--- config.mk ---
export PLATFORM = sky130hd
export DESIGN_NAME = ctlreg_write_unit
export DESIGN_NICKNAME = d
export VERILOG_FILES = /design/src/rtl/ctlreg_pkg.sv /design/src/rtl/ctlreg_cr0_path.sv /design/src/rtl/ctlreg_cr4_path.sv /design/src/rtl/ctlreg_mode_fsm.sv /design/src/rtl/ctlreg_write_unit.sv
export SDC_FILE = /design/constraint.sdc
export NUM_CORES = 1
export LEC_CHECK = 0
export CORE_AREA = 8 8 177 179
export CTS_CLUSTER_SIZE = 20
export DETAILED_ROUTE_END_ITERATION = 8
export DIE_AREA = 0 0 185 187
export DONT_BUFFER_PORTS = 1
export PLACE_DENSITY = 0.57
export SETUP_SLACK_MARGIN = 0.5
export SLEW_MARGIN = 25
export SYNTH_ARGS = -nofsm -noshare
export SYNTH_HDL_FRONTEND = slang
export SYNTH_SLANG_ARGS = --single-unit
--- constraint.sdc ---
create_clock -name clk -period 1.9 [get_ports clk]
set_clock_uncertainty 0.2 [all_clocks]
set_input_delay 0.19 -clock clk [delete_from_list [all_inputs] [get_ports clk]]
set_output_delay 0.19 -clock clk [all_outputs]
set_load 0.005 [all_outputs]
--- src/rtl/ctlreg_pkg.sv ---
package ctlreg_pkg;

    // CR0 bit positions
    localparam int C0_PE = 0;
    localparam int C0_MP = 1;
    localparam int C0_EM = 2;
    localparam int C0_TS = 3;
    localparam int C0_ET = 4;
    localparam int C0_WP = 16;
    localparam int C0_PG = 31;

    // CR4 bit positions
    localparam int C4_PSE     = 4;
    localparam int C4_PAE     = 5;
    localparam int C4_PGE     = 7;
    localparam int C4_OSFXSR  = 9;
    localparam int C4_UMIP    = 11;
    localparam int C4_LA57    = 12;
    localparam int C4_OSXSAVE = 18;
    localparam int C4_SMEP    = 20;
    localparam int C4_SMAP    = 21;
    localparam int C4_PKE     = 22;
    localparam int C4_PKS     = 24;
    localparam int C4_LAMS    = 28;

    // EFER bit positions
    localparam int EF_LME  = 8;
    localparam int EF_LMA  = 10;
    localparam int EF_SVME = 12;

    // extended state enable bits
    localparam int XC_SSE = 1;
    localparam int XC_YMM = 2;

    // feature vector layout
    localparam int FT_SSE  = 0;
    localparam int FT_SMAP = 1;
    localparam int FT_UMIP = 2;
    localparam int FT_PKU  = 3;
    localparam int FT_PKS  = 4;
    localparam int FT_LAM  = 5;
    localparam int NUM_FEAT = 6;

    // CR4 bit gated by each feature, indexed by feature number
    localparam int FEAT_GATED_BIT [NUM_FEAT] = '{C4_OSFXSR, C4_SMAP, C4_UMIP,
                                                 C4_PKE, C4_PKS, C4_LAMS};

    localparam logic [31:0] C0_XLATE_MASK =
        (32'h1 << C0_PG) | (32'h1 << C0_WP) | (32'h1 << C0_PE);
    localparam logic [31:0] C4_XLATE_MASK =
        (32'h1 << C4_PGE) | (32'h1 << C4_PAE) | (32'h1 << C4_PSE) |
        (32'h1 << C4_SMEP) | (32'h1 << C4_SMAP) | (32'h1 << C4_LA57);

    typedef enum logic [1:0] {
        SEL_CR0  = 2'd0,
        SEL_CR3  = 2'd1,
        SEL_CR4  = 2'd2,
        SEL_EFER = 2'd3
    } reg_sel_e;

    typedef enum logic [1:0] {
        MODE_REAL  = 2'd0,
        MODE_PROT  = 2'd1,
        MODE_PAGED = 2'd2,
        MODE_LONG  = 2'd3
    } mode_e;

    // packed MSB first: pe lands in bit 0
    typedef struct packed {
        logic svme;    // 11
        logic avx;     // 10
        logic umip;    // 9
        logic smap;    // 8
        logic osfxsr;  // 7
        logic cs64;    // 6
        logic lma;     // 5
        logic ts;      // 4
        logic em;      // 3
        logic mp;      // 2
        logic addseg;  // 1
        logic pe;      // 0
    } hflags_t;

    localparam int HF_W = $bits(hflags_t);

endpackage

--- src/rtl/ctlreg_cr0_path.sv ---
module ctlreg_cr0_path
    import ctlreg_pkg::*;
#(
    parameter int XLEN = 64
) (
    input  logic [31:0]     cr0_old,
    input  logic [XLEN-1:0] efer_old,
    input  logic            pae_now,
    input  hflags_t         hf_old,
    input  logic [31:0]     wdata,
    output logic            accept,
    output logic [31:0]     cr0_new,
    output logic [XLEN-1:0] efer_new,
    output hflags_t         hf_new,
    output logic            flush,
    output logic            lm_exit
);

    logic pg_rise;
    logic pg_fall;
    logic lm_enter;

    always_comb begin
        pg_rise  = !cr0_old[C0_PG] && wdata[C0_PG];
        pg_fall  = cr0_old[C0_PG] && !wdata[C0_PG];
        lm_enter = pg_rise && efer_old[EF_LME];
        accept   = !(lm_enter && !pae_now);

        cr0_new  = cr0_old;
        efer_new = efer_old;
        hf_new   = hf_old;
        flush    = 1'b0;
        lm_exit  = 1'b0;

        if (accept) begin
            lm_exit = pg_fall && efer_old[EF_LMA];
            flush   = |((wdata ^ cr0_old) & C0_XLATE_MASK);
            if (lm_enter) begin
                efer_new[EF_LMA] = 1'b1;
                hf_new.lma       = 1'b1;
            end
            if (lm_exit) begin
                efer_new[EF_LMA] = 1'b0;
                hf_new.lma       = 1'b0;
                hf_new.cs64      = 1'b0;
            end
            cr0_new          = wdata;
            cr0_new[C0_ET]   = 1'b1;
            hf_new.pe        = wdata[C0_PE];
            if (!wdata[C0_PE]) begin
                hf_new.addseg = 1'b1;
            end
            hf_new.mp        = wdata[C0_MP];
            hf_new.em        = wdata[C0_EM];
            hf_new.ts        = wdata[C0_TS];
        end
    end

endmodule

--- src/rtl/ctlreg_cr4_path.sv ---
module ctlreg_cr4_path
    import ctlreg_pkg::*;
#(
    parameter int XLEN = 64
) (
    input  logic [31:0]         cr4_old,
    input  logic [31:0]         wdata,
    input  logic [NUM_FEAT-1:0] feat,
    input  logic [XLEN-1:0]     xcr0,
    input  hflags_t             hf_old,
    output logic [31:0]         cr4_new,
    output hflags_t             hf_new,
    output logic                flush
);

    localparam logic [XLEN-1:0] XC_NEED =
        (XLEN'(1) << XC_SSE) | (XLEN'(1) << XC_YMM);

    logic [31:0] kill [NUM_FEAT];
    logic [31:0] kill_all;

    for (genvar k = 0; k < NUM_FEAT; k++) begin : g_gate
        assign kill[k] = feat[k] ? 32'h0 : (32'h1 << FEAT_GATED_BIT[k]);
    end

    always_comb begin
        kill_all = 32'h0;
        for (int k = 0; k < NUM_FEAT; k++) begin
            kill_all = kill_all | kill[k];
        end
        cr4_new       = wdata & ~kill_all;
        flush         = |((wdata ^ cr4_old) & C4_XLATE_MASK);
        hf_new        = hf_old;
        hf_new.osfxsr = cr4_new[C4_OSFXSR];
        hf_new.smap   = cr4_new[C4_SMAP];
        hf_new.umip   = cr4_new[C4_UMIP];
        hf_new.avx    = cr4_new[C4_OSXSAVE] && ((xcr0 & XC_NEED) == XC_NEED);
    end

endmodule

--- src/rtl/ctlreg_mode_fsm.sv ---
module ctlreg_mode_fsm
    import ctlreg_pkg::*;
(
    input  logic  clk,
    input  logic  rst_n,
    input  logic  upd,
    input  logic  pe_next,
    input  logic  pg_next,
    input  logic  lma_next,
    output mode_e mode
);

    mode_e state;
    mode_e state_nxt;

    always_ff @(posedge clk) begin
        if (!rst_n) begin
            state <= MODE_REAL;
        end else begin
            state <= state_nxt;
        end
    end

    always_comb begin
        state_nxt = state;
        if (upd) begin
            unique case (state)
                MODE_REAL, MODE_PROT, MODE_PAGED, MODE_LONG: begin
                    if (lma_next) begin
                        state_nxt = MODE_LONG;       // enter_long
                    end else if (pg_next) begin
                        state_nxt = MODE_PAGED;      // enter_paged / leave_long
                    end else if (pe_next) begin
                        state_nxt = MODE_PROT;       // enter_prot
                    end else begin
                        state_nxt = MODE_REAL;       // fall_to_real
                    end
                end
                default: state_nxt = MODE_REAL;
            endcase
        end
    end

    always_comb begin
        mode = state;
    end

endmodule

--- src/rtl/ctlreg_write_unit.sv ---
module ctlreg_write_unit
    import ctlreg_pkg::*;
#(
    parameter int XLEN = 64
) (
    input  logic                clk,
    input  logic                rst_n,
    input  logic                wr_en,
    input  logic [1:0]          wr_sel,
    input  logic [XLEN-1:0]     wr_data,
    input  logic [NUM_FEAT-1:0] feat_i,
    input  logic [XLEN-1:0]     xcr0_i,
    input  logic [XLEN-1:0]     ip_i,
    input  logic                seg_long_i,
    output logic [31:0]         cr0_o,
    output logic [XLEN-1:0]     cr3_o,
    output logic [31:0]         cr4_o,
    output logic [XLEN-1:0]     efer_o,
    output logic [HF_W-1:0]     hflags_o,
    output logic [1:0]          mode_o,
    output logic                flush_o,
    output logic [XLEN-1:0]     ip_o,
    output logic                ip_trunc_o
);

    localparam logic [XLEN-1:0] LOW32 = XLEN'(33'h0_FFFF_FFFF);
    localparam logic [31:0]     CR0_RST = 32'h1 << C0_ET;

    reg_sel_e        sel;
    logic [31:0]     cr0_q, cr4_q, cr0_n, cr4_n;
    logic [XLEN-1:0] cr3_q, efer_q, cr3_n, efer_n, ip_n;
    hflags_t         hf_q, hf_n;
    logic            flush_n, exit_n;

    logic            c0_accept, c0_flush, c0_exit;
    logic [31:0]     c0_cr0;
    logic [XLEN-1:0] c0_efer;
    hflags_t         c0_hf;
    logic [31:0]     c4_cr4;
    hflags_t         c4_hf;
    logic            c4_flush;
    mode_e           mode_s;

    assign sel = reg_sel_e'(wr_sel);

    ctlreg_cr0_path #(.XLEN(XLEN)) u_cr0 (
        .cr0_old  (cr0_q),
        .efer_old (efer_q),
        .pae_now  (cr4_q[C4_PAE]),
        .hf_old   (hf_q),
        .wdata    (wr_data[31:0]),
        .accept   (c0_accept),
        .cr0_new  (c0_cr0),
        .efer_new (c0_efer),
        .hf_new   (c0_hf),
        .flush    (c0_flush),
        .lm_exit  (c0_exit)
    );

    ctlreg_cr4_path #(.XLEN(XLEN)) u_cr4 (
        .cr4_old (cr4_q),
        .wdata   (wr_data[31:0]),
        .feat    (feat_i),
        .xcr0    (xcr0_i),
        .hf_old  (hf_q),
        .cr4_new (c4_cr4),
        .hf_new  (c4_hf),
        .flush   (c4_flush)
    );

    always_comb begin
        cr0_n   = cr0_q;
        cr3_n   = cr3_q;
        cr4_n   = cr4_q;
        efer_n  = efer_q;
        hf_n    = hf_q;
        flush_n = 1'b0;
        exit_n  = 1'b0;
        if (wr_en) begin
            unique case (sel)
                SEL_CR0: begin
                    if (c0_accept) begin
                        cr0_n   = c0_cr0;
                        efer_n  = c0_efer;
                        hf_n    = c0_hf;
                        flush_n = c0_flush;
                        exit_n  = c0_exit;
                    end
                end
                SEL_CR3: begin
                    cr3_n   = wr_data;
                    flush_n = cr0_q[C0_PG];
                end
                SEL_CR4: begin
                    cr4_n   = c4_cr4;
                    hf_n    = c4_hf;
                    flush_n = c4_flush;
                end
                SEL_EFER: begin
                    efer_n    = wr_data;
                    hf_n.lma  = wr_data[EF_LMA];
                    hf_n.svme = wr_data[EF_SVME];
                end
                default: ;
            endcase
        end
        if (seg_long_i && hf_n.lma) begin
            hf_n.cs64 = 1'b1;
        end
        ip_n = exit_n ? (ip_i & LOW32) : ip_i;
    end

    always_ff @(posedge clk) begin
        if (!rst_n) begin
            cr0_q      <= CR0_RST;
            cr3_q      <= '0;
            cr4_q      <= '0;
            efer_q     <= '0;
            hf_q       <= '0;
            flush_o    <= 1'b0;
            ip_o       <= '0;
            ip_trunc_o <= 1'b0;
        end else begin
            cr0_q      <= cr0_n;
            cr3_q      <= cr3_n;
            cr4_q      <= cr4_n;
            efer_q     <= efer_n;
            hf_q       <= hf_n;
            flush_o    <= flush_n;
            ip_o       <= ip_n;
            ip_trunc_o <= exit_n;
        end
    end

    ctlreg_mode_fsm u_mode (
        .clk      (clk),
        .rst_n    (rst_n),
        .upd      (wr_en),
        .pe_next  (cr0_n[C0_PE]),
        .pg_next  (cr0_n[C0_PG]),
        .lma_next (hf_n.lma),
        .mode     (mode_s)
    );

    assign cr0_o    = cr0_q;
    assign cr3_o    = cr3_q;
    assign cr4_o    = cr4_q;
    assign efer_o   = efer_q;
    assign hflags_o = hf_q;
    assign mode_o   = mode_s;

    // ---------------- assertions ----------------
    assert_et_kept_R2: assert property (@(posedge clk) disable iff (!rst_n)
        cr0_o[C0_ET]);

    assert_flush_cause_R3: assert property (@(posedge clk) disable iff (!rst_n)
        flush_o |-> $past(wr_en));

    assert_pe_mirror_R4: assert property (@(posedge clk) disable iff (!rst_n)
        hf_q.pe == cr0_q[C0_PE]);

    assert_trunc_upper_R6: assert property (@(posedge clk) disable iff (!rst_n)
        ip_trunc_o |-> ((ip_o & ~LOW32) == '0));

    assert_cr3_quiet_R7: assert property (@(posedge clk) disable iff (!rst_n)
        (wr_en && sel == SEL_CR3 && !cr0_q[C0_PG]) |=> !flush_o);

    assert_sse_gate_R8: assert property (@(posedge clk) disable iff (!rst_n)
        (wr_en && sel == SEL_CR4 && !feat_i[FT_SSE]) |=> !cr4_o[C4_OSFXSR]);

    assert_avx_osxsave_R9: assert property (@(posedge clk) disable iff (!rst_n)
        hf_q.avx |-> cr4_q[C4_OSXSAVE]);

    assert_lma_mirror_R10: assert property (@(posedge clk) disable iff (!rst_n)
        hf_q.lma == efer_q[EF_LMA]);

    assert_long_state_R12: assert property (@(posedge clk) disable iff (!rst_n)
        hf_q.lma |-> (mode_s == MODE_LONG));

endmodule

### Word-level counts from Yosys, hierarchy flattened

Cells that the tools add are included.

* flip-flop bits (word level): 271
* bits of input ports: 204
* output and inout port bits: 272
* logic and storage cells: 108

* equality and inequality tests: 11
* multiplexer cells: 32
* bitwise gates (word level): 13
* reductions and logical operators: 29

Operator list (number)
* $or 32x32->32: 5
* $pmux 64 s2: 1
* $mux 32: 3
* $and 32x32->32: 1
* $not 32->32: 1
* $xor 32x32->32: 1
* $mux 29: 1
* $mux 25: 1
* $mux 23: 1
* $mux 22: 1
* $xor 22x22->22: 1
* $mux 7: 2
* $mux 12: 1
* $mux 11: 1
* $eq 2x2->1 const B: 5
* $mux 1: 10
* $mux 10: 1
* $pmux 5 s2: 1
* $reduce_and 3->1: 3
* $mux 2: 4
* $reduce_and 4->1: 2
* $reduce_bool 2->1: 4
* $logic_and 1x1->1: 7
* $ne 2x2->1 const B: 3
* other kinds (14): 24

### Depth between registers and ports, before layout

Gate-level depths: netlist of the first run.

* word-level depth: 14
* gate-level depth with buffers: 7
* gate-level depth less buffers: 6

### Hierarchy

A second synthesis of the first run with hierarchy kept.

* cell total of the unflattened synthesis: 1201
* area total of the unflattened synthesis: 11668.7 sq um

By module, submodules not included
* ctlreg_write_unit: instances 1, cells an instance 1012, area each 9978.3 sq um, sequential area each 5405.2 sq um
* ctlreg_cr0_path: instances 1, cells an instance 128, area each 1228.7 sq um, sequential area each 0.0 sq um
* ctlreg_cr4_path: instances 1, cells an instance 52, area each 386.6 sq um, sequential area each 0.0 sq um
* ctlreg_mode_fsm: instances 1, cells an instance 9, area each 75.1 sq um, sequential area each 40.0 sq um

### Worst setup path after synthesis of the first run

Ideal clock, no wire load.

* kind: reg2reg
* start point: register cr0_q[31] (netlist: cr0_o[31])
* end point: register ip_o[33]
* library setup time: 0.115 ns
* data arrival time: 1.454 ns
* data required time: 1.585 ns
* slack: 0.131 ns
* cell stages (with the launch flop): 8
* buffers on the path: 1
* clock period less this slack: 1.769 ns
* path through: dfxtp_1 -> inv_1 -> ha_1 -> and3b_2 -> nor2_4 -> a31oi_2 -> buf_2 -> and2_1

* word-level cells in the longest chain between the ends: 8
* elaborated cells on any way between the ends: 10
* classes of those cells: mux: 3; reduce/logical: 7

RTL lines
* start, declared: line ctlreg_write_unit.sv:30 `logic [31:0] cr0_q, cr4_q, cr0_n, cr4_n;`
* start signal, assigned: line ctlreg_write_unit.sv:124 `cr0_q <= cr0_n;`
* $logic_not 1->1: line ctlreg_cr0_path.sv:24 `pg_rise = !cr0_old[C0_PG] && wdata[C0_PG];`
* $logic_and 1x1->1: line ctlreg_cr0_path.sv:24
* $logic_and 1x1->1: line ctlreg_cr0_path.sv:26 `lm_enter = pg_rise && efer_old[EF_LME];`
* $logic_and 1x1->1: line ctlreg_cr0_path.sv:27 `accept = !(lm_enter && !pae_now);`
* $mux 1 (*): line ctlreg_write_unit.sv:82 `if (c0_accept) begin`
* $mux 1 (*): line ctlreg_write_unit.sv:80 `unique case (sel)`
* $mux 1 (*): line ctlreg_write_unit.sv:79 `if (wr_en) begin`
* $reduce_or 2->1 (no line) (*)
* end signal, assigned: line ctlreg_write_unit.sv:130 `ip_o <= ip_n;`
* end, declared: line ctlreg_write_unit.sv:22 `output logic [XLEN-1:0] ip_o,`

Every way passes the cells marked *; elsewhere a longest branch is shown, timed or not.
A chain may end at the register's enable or synchronous reset.

### Worst setup path in the final report of the first run

* start point: register cr0_q[31] (netlist: cr0_o[31])
* end point: register cr0_q[20] (netlist: cr0_o[20])

* word-level cells in the longest chain between the ends: 6

RTL lines (line)
* $logic_not 1->1: ctlreg_cr0_path.sv:24
* $logic_and 1x1->1: ctlreg_cr0_path.sv:24
* $logic_and 1x1->1: ctlreg_cr0_path.sv:26
* $logic_and 1x1->1: ctlreg_cr0_path.sv:27
* $not 1->1 (no line)
* $reduce_and 3->1 (no line)

No other way between the ends.

==> flow_metrics.py, run 1 <==
metrics = {
    "drt": {
        "routed_wl_um": 41500,
        "dr_wl_met3_um": 4890,
        "dr_total_vias": 8664,
        "wl_met2_um": 20200,
        "met1_length_um": 14800,
        "drc_errors": 0,
        "dr.pass1.iters": 4,
        "routed_via_density": 4.99,
        "top_layer": "met5",
        "drtIter0Drc": 406,
        "antenna_left": 0,
        "wl_per_cell_um": 23.9,
    },
    "timing": {
        "hold_violations": 146,
        "final.setup.tns_ns": 0,
        "clock.fmax_mhz": 550,
        "final_max_slew_viol_count": 0,
        "tightestPinTransition_ns": 0.508,
        "finalHoldWorstSlack_ns": -0.445,
        "setup_viol_count_final": 0,
        "period_share": 0.958,
        "layout_min_cycle_time_ns": 1.82,
        "relSlewSlack": 0.660,
        "grt_setup_unrepaired": "yes",
    },
    "global_routing": {
        "grt_max_degree": 91,
        "grt_usage": 0.208,
        "overflow": 0,
        "grt_pass1_vias": 8530,
        "grt_antenna_before_repair": 3,
        "grt_pass1_wl_um": 55900,
    },
    "setup_path": {
        "cp-start-kind": "flip-flop",
        "critPathCaptureType": "flip-flop",
        "rrSetupSlack_ns": 0.08,
        "cp_max_fo": 8,
        "cp.required_ns": 2.19,
        "crit_type": "reg2reg",
        "cp.arrival_ns": 2.10,
    },
    "floorplan": {
        "die_h_um": 187,
        "die_x_um": 185,
        "core_sq_mm": 0.0284,
        "row_count": 62,
        "ioPinCount": 476,
        "initial_core_util": 0.319,
        "die-area_sq_mm": 0.0346,
    },
    "hold_path": {
        "hold_class": "in2reg",
    },
    "final_layout": {
        "final_net_count": 1542,
        "mostFrequentLayoutCells": "360 x nand2_1, 252 x dlygate4sd3_1, 221 x dfxtp_1, 167 x a21oi_1, 50 x and2_1",
        "final-seq-area_sq_mm": 0.00543,
        "fillCellCount": 2502,
        "layout-drive-gt1-share": 0.174,
        "layout.cells.non_filler": 1735,
        "post-route-util": 0.499,
        "final_common_cell": "nand2_1",
        "area_growth_pct": 56.5,
        "multi_input_area_sq_mm": 0.00383,
    },
    "clock_network": {
        "clock-sinks": 268,
        "clockBufferDepth": 3,
        "cts_root_buf": "clkbuf_16",
        "cts_made_buffers": 29,
        "clk_pin_slew_ns": 0.06,
        "cts_tree": "done",
        "clkLatencyLatePin_ns": 0.55,
        "ctsHtreeMaxLevel": 1,
    },
    "logic_synthesis": {
        "synth.avg_cell_area_sq_um": 8.53,
        "syn_area_sq_mm": 0.00905,
        "seq_area_frac_synth": 0.593,
        "ys_warn_count": 0,
        "ys_types": 41,
        "synthCells": 1062,
        "synth_nets": 1274,
        "ys_ff_latch": 268,
    },
    "placed_design": {
        "place.gp.congestion": 0.785,
        "dp_cells": 1395,
        "dp_hpwl_um": 23300,
        "io_buffers": 0,
    },
    "pwr": {
        "leakagePower_nw": 5.13,
        "peakVddDrop_uv": 771,
        "cellPowerDensity_mw_per_mm2": 899,
    },
    "status": {
        "violations": "negative hold slack",
        "status": "complete, but fails checks",
    },
    "run": {
        "maxCapViolCount": 0,
    },
}
cell families (layout without fill, tap and decap cells):
group / count (synthesis) / count (layout) / share of synthesized area
and+or+nand+nor: 484 / 484 / 0.226
buffers and inverters: 80 / 364 / 0.0380
muxes: 1 / 1 / 0.00111
other: 1 / 3 / 0.000414
AOI/OAI and AO/OA: 212 / 215 / 0.123
DFF: 268 / 268 / 0.593
xor gates and xnor gates: 8 / 8 / 0.00774
adders and majority gates: 8 / 8 / 0.0111
layout make-up:
type | count | area share
timing repair buffer | 309 | 0.246
clock inverter | 6 | 0.00468
clock buffer | 44 | 0.0601
antenna | 2 | 0.000353
multi-input combinational | 717 | 0.270
inverter | 5 | 0.00185
sequential | 268 | 0.383
tap | 384 | 0.0339
power breakdown:
| group | internal [mW] | switching (mW) |
|---|---|---|
| Clock | 3.20 | 2.26 |
| Combinational | 0.630 | 0.616 |
| Sequential | 5.84 | 0.198 |
| Total | 9.67 | 3.08 |
layer usage:
layer | GRT usage | vias up
met4 | 0.0693 | 2
met2 | 0.370 | 428
met3 | 0.0837 | 89
li1 | - | 3974
met5 | 0 | -
met1 | 0.219 | 4171
state kept, by name, summed over array words and instances, names as in the netlist:
signal / flops
efer_o: 64
ip_trunc_o: 1
ip_o: 64
hflags_o: 9
cr3_o: 64
cr0_o: 31
flush_o: 1
cr4_o: 32
u_mode.mode: 2
cell usage after synthesis:
cell type	count	area, sq um
o32ai_1	1	8.76
o2111ai_1	1	8.76
o21ai_0	3	15.0
a41oi_2	1	16.3
a32oi_1	1	8.76
a22oi_1	1	7.51
nand3_1	10	50.1
nor3_1	1	5.00
nor2_4	1	11.3
nand4_1	5	31.3
o21a_1	1	7.51
conb_1	1	3.75
xnor2_1	6	52.6
buf_1	18	67.6
nand2b_1	1	6.26
nand3b_1	1	7.51
a31oi_2	1	12.5
a311o_1	1	10.0
and3b_1	1	8.76
buf_2	20	100
a31oi_1	1	6.26
and2_1	68	425
o31ai_1	1	7.51
buf_4	5	37.5
inv_1	4	15.0
xor2_1	2	17.5
o21ai_1	1	5.00
a21oi_1	195	976
nor2b_1	1	6.26
nand3_2	1	10.0
o21ai_2	1	8.76
nor2_1	6	22.5
clkbuf_1	32	120
ha_1	8	100
a211oi_1	1	7.51
mux2i_1	1	10.0
nand2_1	387	1450
inv_2	1	3.75
o311ai_0	1	8.76
dfxtp_1	268	5370
and3b_2	1	10.0
timing repair:
| action | 4_1_cts | 5_1_grt |
|---|---|---|
| hold buffers | 252 | 16 |
| cloned | 7 | 9 |
| buffers inserted | 7 | 7 |
| gates resized for setup | 47 | 143 |
| endpoints found under the hold margin | 268 | 150 |
| endpoints found under the setup margin | 84 | 213 |
| pin swaps | 21 | 49 |
path summary, 6_finish.rpt:
check | depth (start not counted) | from | end
setup / recovery | 9 | cr0_o[31] | cr0_o[20]
hold / removal | 1 | wr_en | u_mode.mode[1]
setup reg to reg | 9 | cr0_o[31] | cr0_o[20]
hold reg to reg | 2 | cr3_o[8] | cr3_o[8]
through the flow:
| stage | worst slack (ns) | instance area, sq um | power (mW) |
|---|---|---|---|
| floorplan | 0.271 | 9130 | 6.48 |
| global placement | 0.0205 | 9530 | 6.69 |
| detailed placement | -0.0243 | 9530 | 6.70 |
| CTS | 0.106 | 13400 | 12.7 |
| global route | 0.0433 | 14200 | 13.2 |
| finish | 0.0804 | 14200 | 12.7 |
critical path, stage by stage, from the launching register on:
cell     delay (ns)
dfxtp_4        0.37
inv_4          0.04
ha_4           0.14
and3b_2        0.22
nor2_4         0.10
buf_12         0.16
buf_12         0.13
buf_16         0.16
nand2_2        0.08
a21oi_2        0.13
Power figures use the tool's default switching activity.
==> run 2, diff against run 1 <==
==> constraint.sdc (replaced) <==
create_clock -name clk -period 1.9 [get_ports clk]
set_clock_uncertainty 0.2 [all_clocks]
set_input_delay 0 -clock clk [delete_from_list [all_inputs] [get_ports clk]]
set_output_delay 0 -clock clk [all_outputs]
set_load 0.005 [all_outputs]
==> run 2 against run 1 <==
Against the previous run: the flow now stops in clock tree synthesis; synthesized cell count stayed put; area after synthesis unchanged.
==> flow_metrics.py, run 2 <==
metrics = {
    "status": {
        "status": "stopped before the end",
        "stop_stage": "clock tree synthesis",
        "toolErrorMsg": "[ERROR RSZ-0060] Max buffer count reached.",
    },
    "logic_synthesis": {
        "synth_ff_type": "dfxtp_1",
        "ys_warn_count": 0,
        "synth_area_leaders": "dfxtp_1 59%, nand2_1 16%, a21oi_1 11%",
        "synth.avg_cell_area_sq_um": 8.53,
        "syn_area_sq_mm": 0.00905,
        "synth-edff-count": 0,
        "yosys.area.top_type": "dfxtp_1",
        "synth.most_common_cell": "nand2_1",
        "async_reset_ff_frac": 0,
        "yosys.area.top_type_share": 0.593,
        "ys_types": 41,
        "synth_commonest_cells": "387 x nand2_1, 268 x dfxtp_1, 195 x a21oi_1, 68 x and2_1, 32 x clkbuf_1",
        "ys_ff_latch": 268,
        "synth_nets": 1274,
        "synthCells": 1062,
        "seq_area_frac_synth": 0.593,
    },
    "placed_design": {
        "io_buffers": 0,
        "dp_cells": 1396,
        "place.gp.congestion": 0.795,
        "preCtsSetupSlack_ns": 0.0579,
        "dp_hpwl_um": 23600,
    },
    "floorplan": {
        "die_h_um": 187,
        "ioPinCount": 476,
        "initial_core_util": 0.319,
        "die_x_um": 185,
        "row_count": 62,
    },
    "clock_network": {
        "cts.hold.buffers_added": 292,
        "cts_made_buffers": 28,
        "ctsHtreeMaxLevel": 1,
        "post_cts_buffers": 7,
        "clock-sinks": 268,
        "cts_root_buf": "clkbuf_16",
        "cts_resized": 27,
        "clockBufferDepth": 3,
    },
}
## run 2: cell counts after synthesis
No cell type changed its count.
## run 2: kinds of logic after synthesis
group                    after synthesis  share of synthesized area
AO/OA/AOI/OAI                        212                      0.123
adder cells (fa/ha/maj)                8                     0.0111
other                                  1                   0.000414
buffers and inverters                 80                     0.0380
XOR/XNOR                               8                    0.00774
flip-flops                           268                      0.593
AND/OR/NAND/NOR                      484                      0.226
multiplexers                           1                    0.00111
## run 2: per-stage QoR
step	util	hold slack, ns	area [sq um]
detailed placement	0.335	-0.0726	9520
global placement	0.335	-0.0822	9520
floorplan	-	-0.0727	9110
==> run 3, diff against run 2 <==
--- a/config.mk
+++ b/config.mk
@@ -5,13 +5,11 @@
 export SDC_FILE = /design/constraint.sdc
 export NUM_CORES = 1
 export LEC_CHECK = 0
-export CORE_AREA = 8 8 177 179
-export CTS_CLUSTER_SIZE = 20
+export CORE_AREA = 8 8 179 181
 export DETAILED_ROUTE_END_ITERATION = 8
-export DIE_AREA = 0 0 185 187
+export DIE_AREA = 0 0 187 189
 export DONT_BUFFER_PORTS = 1
-export PLACE_DENSITY = 0.57
-export SETUP_SLACK_MARGIN = 0.5
+export PLACE_DENSITY_LB_ADDON = 0.15
 export SLEW_MARGIN = 25
 export SYNTH_ARGS = -nofsm -noshare
 export SYNTH_HDL_FRONTEND = slang
==> run 3 against run 2 <==
Against the previous run: the flow now finishes without violations.
==> flow_metrics.py, run 3 (synthesis gave the netlist of run 1 again) <==
metrics = {
    "setup_path": {
        "crit_type": "reg2reg",
        "cp_max_fo": 13,
        "cp.arrival_ns": 2.02,
        "slowest_delay_ns": 0.33,
        "cp_cell_sequence": "inv_1 -> ha_1 -> nand3b_1 -> nand3_2 -> buf_4 -> nand3_1 -> a41oi_2",
        "crit_family": "simple AND/OR/NAND/NOR gates",
        "cp.required_ns": 2.09,
        "slowest_stage": "dfxtp_1",
        "crit_buf_inv": 2,
        "critPathCaptureType": "flip-flop",
        "cp-start-kind": "flip-flop",
    },
    "floorplan": {
        "die_h_um": 189,
        "die-area_sq_mm": 0.0353,
        "core_sq_mm": 0.0292,
        "ioPinCount": 476,
        "die_x_um": 187,
        "row_count": 63,
        "initial_core_util": 0.310,
    },
    "placed_design": {
        "io_buffers": 0,
        "dp_cells": 1406,
        "preCtsSetupSlack_ns": 0.0805,
        "dp_hpwl_um": 24000,
        "place.gp.congestion": 0.768,
    },
    "status": {
        "status": "finished clean",
    },
    "clock_network": {
        "clock-sinks": 268,
        "clockBufferDepth": 3,
        "clkLatencyLatePin_ns": 0.54,
        "ctsHtreeMaxLevel": 1,
        "cts_root_buf": "clkbuf_16",
        "clk_pin_slew_ns": 0.06,
        "cts_tree": "done",
        "post_cts_buffers": 0,
        "cts_made_buffers": 30,
    },
    "global_routing": {
        "grt_pass1_wl_um": 53700,
        "grt_pass1_vias": 8191,
        "grt_usage": 0.192,
        "grt_antenna_before_repair": 3,
        "overflow": 0,
        "grt_max_degree": 84,
    },
    "drt": {
        "dr_wl_met3_um": 3900,
        "wl_per_cell_um": 20.9,
        "met1_length_um": 13700,
        "antenna_left": 0,
        "routed_via_density": 4.70,
        "dr_total_vias": 8024,
        "top_layer": "met5",
        "drtIter0Drc": 356,
        "drc_errors": 0,
        "dr.pass1.iters": 5,
        "routed_wl_um": 35700,
        "wl_met2_um": 16900,
    },
    "timing": {
        "worst_slack_ns": 0.0728,
        "final_max_slew_viol_count": 0,
        "relSlewSlack": 0.564,
        "layout_min_cycle_time_ns": 1.83,
        "finalHoldWorstSlack_ns": 0.0280,
        "tightestPinTransition_ns": 0.654,
        "period_share": 0.962,
        "grt_setup_unrepaired": "yes",
        "clock.fmax_mhz": 547,
        "setup_viol_count_final": 0,
        "hold_violations": 0,
    },
    "pwr": {
        "p_int_mw": 10.0,
        "power_mw": 13.1,
        "leakagePower_nw": 4.83,
        "cellPowerDensity_mw_per_mm2": 1010,
        "switching_share": 0.237,
        "switchingPower_mw": 3.11,
        "peakVddDrop_uv": 592,
        "combPwrFrac": 0.079,
        "sequentialPowerShare": 0.459,
        "power_frac_clock": 0.461,
    },
    "run": {
        "maxCapViolCount": 0,
    },
    "final_layout": {
        "fillCellCount": 2814,
        "mostFrequentLayoutCells": "385 x nand2_1, 268 x dfxtp_1, 243 x dlygate4sd3_1, 195 x a21oi_1, 66 x and2_1",
        "layout-drive-gt1-share": 0.0722,
        "layout.cells.non_filler": 1707,
        "post-route-util": 0.446,
        "final_net_count": 1504,
        "area_growth_pct": 44.2,
        "final_common_cell": "nand2_1",
        "final-seq-area_sq_mm": 0.00537,
        "multi_input_area_sq_mm": 0.00336,
    },
    "hold_path": {
        "hold_class": "in2reg",
    },
}
-- run 3: worst paths after layout --
path	startpoint	end	slack, ns	cells after the start
max	cr0_o[31]	u_mode.mode[0]	0.07	7
min	wr_data[13]	cr4_o[13]	0.03	3
min reg2reg	efer_o[6]	efer_o[6]	0.28	2
max reg2reg	cr0_o[31]	u_mode.mode[0]	0.07	7
-- run 3: timing repair --
item	4_1_cts	5_1_grt
hold buffers	244	0
setup endpoints to repair	0	13
gates resized for setup	0	1
endpoints found under the hold margin	268	0
-- run 3: per-stage QoR --
step / area, sq um / setup TNS, ns
finish: 13100 / 0
global route: 13100 / -0.0423
CTS: 13100 / 0
detailed placement: 9550 / 0
global placement: 9550 / 0
floorplan: 9050 / 0
-- run 3: tightest hold or removal path: cells and delay by family --
kind	cells	cell delay, ns
buffers and inverters	1	0.60
and+or+nand+nor	1	0.08
AOI/OAI and AO/OA	1	0.05
-- run 3: layout make-up --
class	count	share of cell area
antenna	2	0.000383
clock buffer	40	0.0674
clock inverter	15	0.0130
inverter	5	0.00182
multi-input combinational	714	0.257
sequential	268	0.411
tap	390	0.0374
timing repair buffer	273	0.212
-- run 3: layer usage --
metal | track usage | vias up
met5 | 0 | -
met4 | 0.0641 | 2
met3 | 0.0841 | 62
met2 | 0.326 | 338
met1 | 0.214 | 3738
li1 | - | 3884
-- run 3: power groups by stage --
stage                     Clock [mW]  Combinational, mW  Sequential (mW)
final                           6.05               1.04             6.03
after global routing            6.44               1.14             6.05
after CTS                       6.19               1.04             6.04
after detailed placement           0              0.546             6.16
after global placement             0              0.535             6.16
after floorplan                    0              0.400             6.06
==> run 4, diff against run 3 <==
==> constraint.sdc (replaced) <==
create_clock -name clk -period 2.35 [get_ports clk]
set_clock_uncertainty 0.2 [all_clocks]
set_input_delay 0 -clock clk [delete_from_list [all_inputs] [get_ports clk]]
set_output_delay 0 -clock clk [all_outputs]
set_load 0.005 [all_outputs]
==> run 4 against run 3 <==
Against the previous run: critical endpoint is now cr3_o[61]; register-to-register slack better by 0.12 ns; non-clock buffer count is 16 higher; clock power is 25% lower.
==> flow_metrics.py, run 4 (synthesis gave the netlist of run 1 again) <==
metrics = {
    "status": {
        "status": "finished clean",
    },
    "timing": {
        "layout_min_cycle_time_ns": 2.26,
        "final_max_slew_viol_count": 0,
        "final.setup.tns_ns": 0,
        "finalHoldWorstSlack_ns": 0.00719,
        "clock.fmax_mhz": 443,
        "hold_violations": 0,
        "relSlewSlack": 0.609,
        "period_share": 0.960,
        "tightestPinTransition_ns": 0.584,
        "grt_setup_unrepaired": "no",
        "setup_viol_count_final": 0,
    },
    "hold_path": {
        "min_path_cells": 3,
        "hp-start": "wr_data[54]",
        "hold_path_end": "efer_o[54]",
        "hold_class": "in2reg",
    },
    "drt": {
        "routed_wl_um": 35900,
        "wl_per_cell_um": 20.9,
        "dr.pass1.iters": 4,
        "drc_errors": 0,
        "dr_total_vias": 8106,
        "routed_via_density": 4.71,
        "drtIter0Drc": 387,
        "antenna_left": 0,
    },
    "clock_network": {
        "clockBufferDepth": 3,
        "clk_pin_slew_ns": 0.06,
        "cts_root_buf": "clkbuf_16",
        "clkLatencyLatePin_ns": 0.54,
        "clock-sinks": 268,
        "cts_made_buffers": 29,
        "ctsHtreeMaxLevel": 1,
        "cts_tree": "done",
    },
    "global_routing": {
        "grt_antenna_before_repair": 3,
        "grt_max_degree": 91,
        "grt_pass1_vias": 8167,
        "grt_pass1_wl_um": 53900,
        "grt_usage": 0.193,
        "overflow": 0,
    },
    "final_layout": {
        "final_net_count": 1519,
        "layout.cells.non_filler": 1722,
        "final_common_cell": "nand2_1",
        "mostFrequentLayoutCells": "385 x nand2_1, 268 x dfxtp_1, 266 x dlygate4sd3_1, 195 x a21oi_1, 66 x and2_1",
        "layout-drive-gt1-share": 0.0595,
        "fillCellCount": 2792,
        "area_growth_pct": 44.9,
        "postLayoutCellArea_sq_mm": 0.0131,
    },
    "pwr": {
        "leakagePower_nw": 4.79,
        "peakVddDrop_uv": 461,
        "cellPowerDensity_mw_per_mm2": 779,
        "power_mw": 10.2,
    },
    "floorplan": {
        "die-area_sq_mm": 0.0353,
        "initial_core_util": 0.310,
        "core_sq_mm": 0.0292,
        "ioPinCount": 476,
        "die_h_um": 189,
        "die_x_um": 187,
        "row_count": 63,
    },
    "setup_path": {
        "cp.required_ns": 2.63,
        "cp.arrival_ns": 2.53,
        "cp_max_fo": 20,
        "crit_type": "in2reg",
        "crit-reg2reg-capture": "hflags_o[1]",
        "cp-startpoint": "wr_sel[1]",
        "r2r-start": "cr0_o[31]",
        "r2r_cells": 7,
        "rrSetupSlack_ns": 0.19,
        "cp-start-kind": "input port",
        "critPathCaptureType": "flip-flop",
    },
    "placed_design": {
        "place.gp.congestion": 0.727,
        "dp_hpwl_um": 23700,
        "dp_cells": 1398,
        "io_buffers": 0,
        "placed_cell_area_sq_mm": 0.00946,
    },
    "run": {
        "maxCapViolCount": 0,
    },
}
[run 4: changes by cell type in the layout (fill, tap and decap cells not counted), sizes merged]
cell	previous run	this run
clkinv	6	5
diode	2	5
inv	6	5
dlygate4sd3	243	266
clkbuf	40	41
clkinvlp	5	3
buf	30	22
bufinv	3	2
dlymetal6s4s	0	1
[run 4: what timing repair did]
item / CTS / global route
buffers inserted: 0 / 0
setup endpoints to repair: 0 / 13
hold buffers: 266 / 2
hold endpoints to repair: 268 / 2
resized for setup: 0 / 2
[run 4: per-stage QoR]
stage / worst slack, ns / utilization
final: 0.0945 / 0.449
after global routing: 0.0129 / 0.449
after CTS: 0.0223 / 0.447
after detailed placement: 0.483 / 0.324
after global placement: 0.507 / 0.324
after floorplan: 0.581 / -
[run 4: layout make-up]
class	count	area, sq um	share of cell area
Sequential cell	268	5370	0.409
Multi-Input combinational cell	714	3350	0.256
Timing Repair Buffer	289	2930	0.223
Clock buffer	41	841	0.0641
Tap cell	390	488	0.0372
Clock inverter	10	108	0.00820
Inverter	5	23.8	0.00181
Antenna cell	5	12.5	0.000953
[run 4: worst max-delay path: stages]
cell	delay [ns]
dlygate4sd3_1	0.64
inv_1	0.12
ha_1	0.20
and2_2	0.44
buf_4	0.36
nand2_1	0.09
a21oi_1	0.12
dlygate4sd3_1	0.55
[run 4: how the worst max path moves through the flow]
stage / to / slack (ns) / cells past startpoint
global route: cr3_o[61] / 0.01 / 8
CTS: cr3_o[61] / 0.02 / 6
global placement: cr0_o[15] / 0.51 / 5
floorplan: ip_o[33] / 0.58 / 7
finish: cr3_o[61] / 0.09 / 8
detailed placement: cr0_o[22] / 0.48 / 5
[run 4: power breakdown]
part           internal [mW]  total, mW  switching, mW  leakage [nW]
sequential              4.72       4.88          0.159          2.19
combinational          0.429      0.835          0.405          2.14
clock                   2.69       4.52           1.83         0.462
[run 4: layer usage]
metal,track usage,share of wire,vias up
met1,0.210,0.37,3784
met2,0.330,0.48,354
met5,0,0,-
li1,-,-,3905
met3,0.0892,0.12,63
met4,0.0648,0.032,0
